--- src/rtl/mmu_pkg.sv ---
package mmu_pkg;
  typedef enum logic [1:0] {
    REGION_NONE = 2'd0,
    REGION_RAM  = 2'd1,
    REGION_ROM  = 2'd2
  } region_e;
endpackage

--- src/rtl/z80_io_decode.sv ---
module z80_io_decode #(
  parameter int unsigned ADDR_W   = 16,
  parameter int unsigned PORT_W   = 8,
  parameter logic [7:0]  MAP_PORT = 8'hFE
) (
  input  logic [ADDR_W-1:0] addr_i,
  input  logic              iorq_ni,
  input  logic              wr_ni,
  input  logic              m1_ni,
  output logic              we_o
);
  // M1 with IORQ is an interrupt acknowledge, never a port write
  always_comb begin
    we_o = !iorq_ni && !wr_ni && m1_ni && (addr_i[PORT_W-1:0] == MAP_PORT[PORT_W-1:0]);
  end
endmodule

--- src/rtl/z80_map_regs.sv ---
module z80_map_regs #(
  parameter int unsigned IDX_W = 4,
  parameter int unsigned BLK_W = 7,
  localparam int unsigned NREG = 1 << IDX_W
) (
  input  logic                       clk_i,
  input  logic                       rst_ni,
  input  logic                       we_i,
  input  logic [IDX_W-1:0]           idx_i,
  input  logic [BLK_W-1:0]           blk_i,
  output logic [NREG-1:0][BLK_W-1:0] map_o
);
  for (genvar g = 0; g < NREG; g++) begin : g_reg
    always_ff @(posedge clk_i or negedge rst_ni) begin
      if (!rst_ni) begin
        map_o[g] <= BLK_W'(g);  // identity map out of reset
      end else if (we_i && (idx_i == IDX_W'(g))) begin
        map_o[g] <= blk_i;
      end
    end
  end
endmodule

--- src/rtl/z80_page_xlate.sv ---
module z80_page_xlate #(
  parameter int unsigned ADDR_W = 16,
  parameter int unsigned IDX_W  = 4,
  parameter int unsigned BLK_W  = 7,
  localparam int unsigned OFS_W  = ADDR_W - IDX_W,
  localparam int unsigned PHYS_W = BLK_W + OFS_W,
  localparam int unsigned NREG   = 1 << IDX_W
) (
  input  logic [ADDR_W-1:0]          addr_i,
  input  logic [NREG-1:0][BLK_W-1:0] map_i,
  output logic [PHYS_W-1:0]          paddr_o
);
  logic [IDX_W-1:0] page;

  always_comb begin
    page    = addr_i[ADDR_W-1 -: IDX_W];
    paddr_o = {map_i[page], addr_i[OFS_W-1:0]};
  end
endmodule

--- src/rtl/z80_mem_decode.sv ---
module z80_mem_decode
  import mmu_pkg::*;
#(
  parameter int unsigned PHYS_W  = 19,
  parameter int unsigned OFS_W   = 12,
  parameter int unsigned RAM_AW  = 18,
  parameter logic [6:0]  ROM_BLK = 7'h0F,
  localparam int unsigned BLK_W  = PHYS_W - OFS_W
) (
  input  logic [PHYS_W-1:0] paddr_i,
  input  logic              mreq_ni,
  output logic              ram_sel_o,
  output logic              rom_sel_o
);
  region_e region;

  always_comb begin
    region = REGION_NONE;
    if (!mreq_ni) begin
      // ROM window is checked first: it lies inside the RAM range
      if (paddr_i[PHYS_W-1:OFS_W] == ROM_BLK[BLK_W-1:0]) begin
        region = REGION_ROM;
      end else if (paddr_i[PHYS_W-1:RAM_AW] == '0) begin
        region = REGION_RAM;
      end
    end
    ram_sel_o = (region == REGION_RAM);
    rom_sel_o = (region == REGION_ROM);
  end
endmodule

--- src/rtl/z80_page_mapper.sv ---
module z80_page_mapper #(
  parameter int unsigned ADDR_W   = 16,
  parameter int unsigned DATA_W   = 8,
  parameter int unsigned IDX_W    = 4,
  parameter int unsigned BLK_W    = 7,
  parameter int unsigned RAM_AW   = 18,
  parameter logic [7:0]  MAP_PORT = 8'hFE,
  parameter logic [6:0]  ROM_BLK  = 7'h0F,
  localparam int unsigned OFS_W   = ADDR_W - IDX_W,
  localparam int unsigned PHYS_W  = BLK_W + OFS_W,
  localparam int unsigned NREG    = 1 << IDX_W
) (
  input  logic              clk_i,
  input  logic              rst_ni,
  input  logic [ADDR_W-1:0] addr_i,
  input  logic [DATA_W-1:0] data_i,
  input  logic              iorq_ni,
  input  logic              mreq_ni,
  input  logic              wr_ni,
  input  logic              m1_ni,
  output logic [PHYS_W-1:0] paddr_o,
  output logic              ram_sel_o,
  output logic              rom_sel_o
);
  logic                       map_we;
  logic [NREG-1:0][BLK_W-1:0] map;

  z80_io_decode #(
    .ADDR_W  (ADDR_W),
    .PORT_W  (8),
    .MAP_PORT(MAP_PORT)
  ) u_io_dec (
    .addr_i (addr_i),
    .iorq_ni(iorq_ni),
    .wr_ni  (wr_ni),
    .m1_ni  (m1_ni),
    .we_o   (map_we)
  );

  // page index rides on the upper address byte during the port write
  z80_map_regs #(
    .IDX_W(IDX_W),
    .BLK_W(BLK_W)
  ) u_regs (
    .clk_i (clk_i),
    .rst_ni(rst_ni),
    .we_i  (map_we),
    .idx_i (addr_i[ADDR_W-1 -: IDX_W]),
    .blk_i (data_i[BLK_W-1:0]),
    .map_o (map)
  );

  z80_page_xlate #(
    .ADDR_W(ADDR_W),
    .IDX_W (IDX_W),
    .BLK_W (BLK_W)
  ) u_xlate (
    .addr_i (addr_i),
    .map_i  (map),
    .paddr_o(paddr_o)
  );

  z80_mem_decode #(
    .PHYS_W (PHYS_W),
    .OFS_W  (OFS_W),
    .RAM_AW (RAM_AW),
    .ROM_BLK(ROM_BLK)
  ) u_mdec (
    .paddr_i  (paddr_o),
    .mreq_ni  (mreq_ni),
    .ram_sel_o(ram_sel_o),
    .rom_sel_o(rom_sel_o)
  );
endmodule

--- config.mk ---
export PLATFORM = sky130hd
export DESIGN_NAME = z80_page_mapper
export DESIGN_NICKNAME = d
export VERILOG_FILES = /design/src/rtl/mmu_pkg.sv /design/src/rtl/z80_io_decode.sv /design/src/rtl/z80_map_regs.sv /design/src/rtl/z80_page_xlate.sv /design/src/rtl/z80_mem_decode.sv /design/src/rtl/z80_page_mapper.sv
export SDC_FILE = /design/constraint.sdc
export NUM_CORES = 1
export LEC_CHECK = 0
export ABC_AREA = 1
export CORE_ASPECT_RATIO = 0.6
export CORE_MARGIN = 1.5
export CORE_UTILIZATION = 50
export CTS_CLUSTER_DIAMETER = 150
export CTS_CLUSTER_SIZE = 30
export DETAILED_ROUTE_END_ITERATION = 6
export PLACE_DENSITY = 0.81
export SYNTH_ARGS = -nofsm -noshare
export SYNTH_HDL_FRONTEND = slang
export SYNTH_HIERARCHICAL = 1
export SYNTH_SLANG_ARGS = --single-unit
--- constraint.sdc ---
create_clock -name clk_i -period 1.5 [get_ports clk_i]
set_clock_uncertainty 0.2 [all_clocks]
set_input_delay 0.15 -clock clk_i [delete_from_list [all_inputs] [get_ports clk_i]]
set_output_delay 0.15 -clock clk_i [all_outputs]
set_load 0.02 [all_outputs]
==> results of run 1 <==
[kinds of logic after synthesis]
group / count (synthesis) / synth area share
flops: 112 / 0.4577
compound gates: 14 / 0.01692
buf+inv: 168 / 0.1193
simple gates: 616 / 0.4061
[stage by stage]
step           TNS, ns  worst slack (ns)  power [W]  cell area [sq um]
6_report        -4.660           -0.7093   0.006450               8133
3_5_place_dp    -74.13            -1.164   0.003896               7239
5_1_grt         -5.330           -0.8167   0.006652               8133
2_1_floorplan  -0.3517           -0.1876   0.003483               6260
4_1_cts         -4.187           -0.6571   0.006387               7812
3_3_place_gp    -71.19            -1.153   0.003897               7239
[final cells by class]
type | count | share of cell area
Timing Repair Buffer | 123 | 0.1549
Clock inverter | 7 | 0.009692
Multi-Input combinational cell | 630 | 0.3802
Inverter | 114 | 0.05262
Sequential cell | 112 | 0.3495
Tap cell | 165 | 0.02538
Clock buffer | 9 | 0.02769
[synth_stat cells, drive strengths merged]
| library cell | instances | area share |
|---|---|---|
| dfstp | 32 | 0.14 |
| clkbuf | 16 | 0.0097 |
| buf | 38 | 0.041 |
| nand2 | 479 | 0.29 |
| nand3 | 95 | 0.080 |
| nor3 | 1 | 0.00081 |
| nand4 | 14 | 0.014 |
| or2 | 1 | 0.0010 |
| dfrtp | 80 | 0.32 |
| inv | 114 | 0.069 |
| nor2 | 26 | 0.020 |
| o21bai | 14 | 0.017 |
[worst max path at each step]
stage                      from        end  slack [ns]  cells past startpoint
2_1_floorplan  u_regs/map_o[66]  rom_sel_o       -0.19                      8
3_3_place_gp         addr_i[13]  rom_sel_o       -1.15                     11
3_5_place_dp         addr_i[13]  rom_sel_o       -1.16                     11
4_1_cts        u_regs/map_o[59]  rom_sel_o       -0.66                      9
5_1_grt        u_regs/map_o[35]  ram_sel_o       -0.82                     12
6_report       u_regs/map_o[49]  ram_sel_o       -0.71                     12
[power groups by stage]
| stage | combinational, W | clock (W) | sequential [W] |
|---|---|---|---|
| floorplan | 0.000398 | 0 | 0.00308 |
| global placement | 0.000812 | 0 | 0.00308 |
| detailed placement | 0.000811 | 0 | 0.00308 |
| CTS | 0.000850 | 0.00251 | 0.00303 |
| global route | 0.00101 | 0.00262 | 0.00303 |
| finish | 0.000949 | 0.00247 | 0.00303 |
[routing by layer]
layer / vias to the layer above / share of wire
met5: - / 0
met4: 0 / 0.016
met3: 35 / 0.093
met2: 331 / 0.44
met1: 2937 / 0.45
li1: 2884 / -
[what timing repair did]
item	CTS	global route
pin swaps	16	25
gates resized for setup	120	80
setup endpoints to repair	129	121
hold endpoints to repair	87	0
cloned	1	0
hold buffers	1	0
setup buffers	2	9
[cells in the final DEF, fill, tap and decap left out, types with 2 or more instances in the layout]
| cell type | instances |
|---|---|
| nor2_1 | 7 |
| dlygate4sd2_1 | 5 |
| nor2_4 | 8 |
| inv_2 | 13 |
| inv_1 | 101 |
| buf_2 | 2 |
| clkbuf_2 | 4 |
| clkdlybuf4s15_1 | 4 |
| buf_12 | 16 |
| nand3_1 | 48 |
| nand3_4 | 8 |
| nand2_1 | 442 |
| nand4_1 | 14 |
| dfstp_2 | 32 |
| dlymetal6s2s_1 | 3 |
| inv_6 | 2 |
| clkdlybuf4s50_1 | 14 |
| dfrtp_1 | 80 |
| o21bai_1 | 14 |
| nor2_2 | 11 |
| nand2_2 | 31 |
| nand2_4 | 6 |
| buf_6 | 21 |
| nand3_2 | 39 |
| clkbuf_16 | 9 |
| clkinv_4 | 3 |
| buf_4 | 52 |
==> metrics.md, run 1 <==
| Metric | Value |
|---|---|
| Status | finished, violations left |
| Failing checks | negative setup slack |
| Routed vias/inst | 5.334 |
| Core outline area | 12100 sq um |
| I/O pins | 51 |
| Clock-pin slew on the worst setup and hold paths | 0.08 ns |
| Root Driver | clkbuf_16 |
| CP cell instances | inv_2 > nand2_2 > nand3_2 > nand3_2 > nand3_2 > nand2_2 > nand2_1 > inv_1 > nand2_2 > nor2_2 > nor2_2 > buf_6 |
| First-pass GRT wire length | 29660 um |
| Seq cells post-synth | 112 |
| Worst min path class | in2async |
| Worst setup EP type | primary output |
| Required @ worst endpoint | 1.15 ns |
| FF-to-FF path depth | 3 |
| Slew Viols, Final | 0 |
| Initial antenna violation count | 0 |
| Largest regs | u_regs/map_o (112) |
| Slew margin rel. | 0.7723 |
| Htree depth | 3 |
| Layout Cells excl Fill | 1160 |
| # rows | 31 |
| Combinational Power Share | 0.147 |
| Die Area | 13120 sq um |
| Reg2reg start | u_regs/map_o[63] |
| Total placed cells including tap cells | 1131 |
| CTS buffer count | 9 |
| Post-synth net total | 940 |
| Clock Sinks | 112 |
| Max FFs per register | 112 |
| Register with the most flip-flops | u_regs/map_o |
| Worst slew pin tran | 0.3416 ns |
| Number of distinct library cells after synthesis | 19 |
| Tcrit/Tclk final | 1.473 |
| Total grt overflow | 0 |
| CP Launch Type | flop |
| CP Max Fanout | 2 |
| Leakage power | 4.307 nW |
| Vias in the first global route | 5639 |
| Tot GR Track Use | 0.2965 |
| PD cells | 793.1 nW/um^2 |
| Gpl congestion | 0.9371 |
| Post-Syn Area | 6211 sq um |
| Clock power frac | 0.383 |
| Clock Path Buffers | 2 |
| Number of port buffers | 41 |
| Largest net degree at the start of global routing | 41 |
| Slowest stage cell, crit path | dfstp_2 |
| Vias | 6187 |
| Worst hold margin | 0.04355 ns |
| Fin nets | 1020 |
| Met3 usage | 0.05969 |
| Cells after Synth | 910 |
| Critical path's top delay family | simple AND/OR/NAND/NOR gates |
| Sequential Power Share | 0.470 |
| Die width | 146.9 um |
| Pint | 0.004709 W |
| Initial DRC count | 726 |
| Fillers | 957 |
| F_max | 452.6 MHz |
| CTS tree | done |
| Layout cells sized above 1 | 0.2623 |
| Clk_lat worst skew | 0.35 ns |
| Routed wire length per instance | 16.38 um |
| Minimum clock period | 2.209 ns |
| DP Wirelength | 12510 um |
| Synthesis-to-layout area growth | 30.94% |
| Setup Viol. Count Final | 9 |
| PnR worst setup slack | -0.7093 ns |
| Die outline height | 89.33 um |
| Syn_area_per_cell | 6.825 sq um |
| Met1 global-route usage | 0.4357 |
| Warnings, synthesis | 6 |
| Sw frac | 0.2699 |
| Max VDD drop | 0.5030 mV |
| Drt total wl | 19000 um |
| Met2 Usage GRT | 0.4331 |
| Worst path buffer plus inverter count | 3 |
| NetSw | 0.001741 W |
| Starting Density | 0.5132 |
| Util after Layout | 0.6720 |
| Ant. Diodes | 0 |
| Area of the multi-input gates | 3092 sq um |
| Reg-to-Reg End | u_regs/map_o[63] |
| Grt peak-use layer | met1 |
| CP max stage delay | 0.55 ns |
| ANT nets after route | 0 |
| Drt pass-1 iters | 5 |
| Post-synthesis sequential area ratio | 0.4577 |
| Worst EP arrival | 1.86 ns |
| Final Hold Fails | 0 |
| Max-cap viol count | 0 |
| Drc violations | 0 |
| Storage cell area | 2843 sq um |
| Setup CP Type | reg2out |
| Worst reg-to-reg setup slack | 0.47 ns |
| RSZ-0062 raised after global routing | yes |
Note: power is estimated with default switching activity, not from simulation.
==> inputs of run 2 (changes only) <==
Settings changed: CAP_MARGIN set to 20.
==> results of run 2 <==
Same layout as run 1: the final DEF is identical, and so are final timing and power.
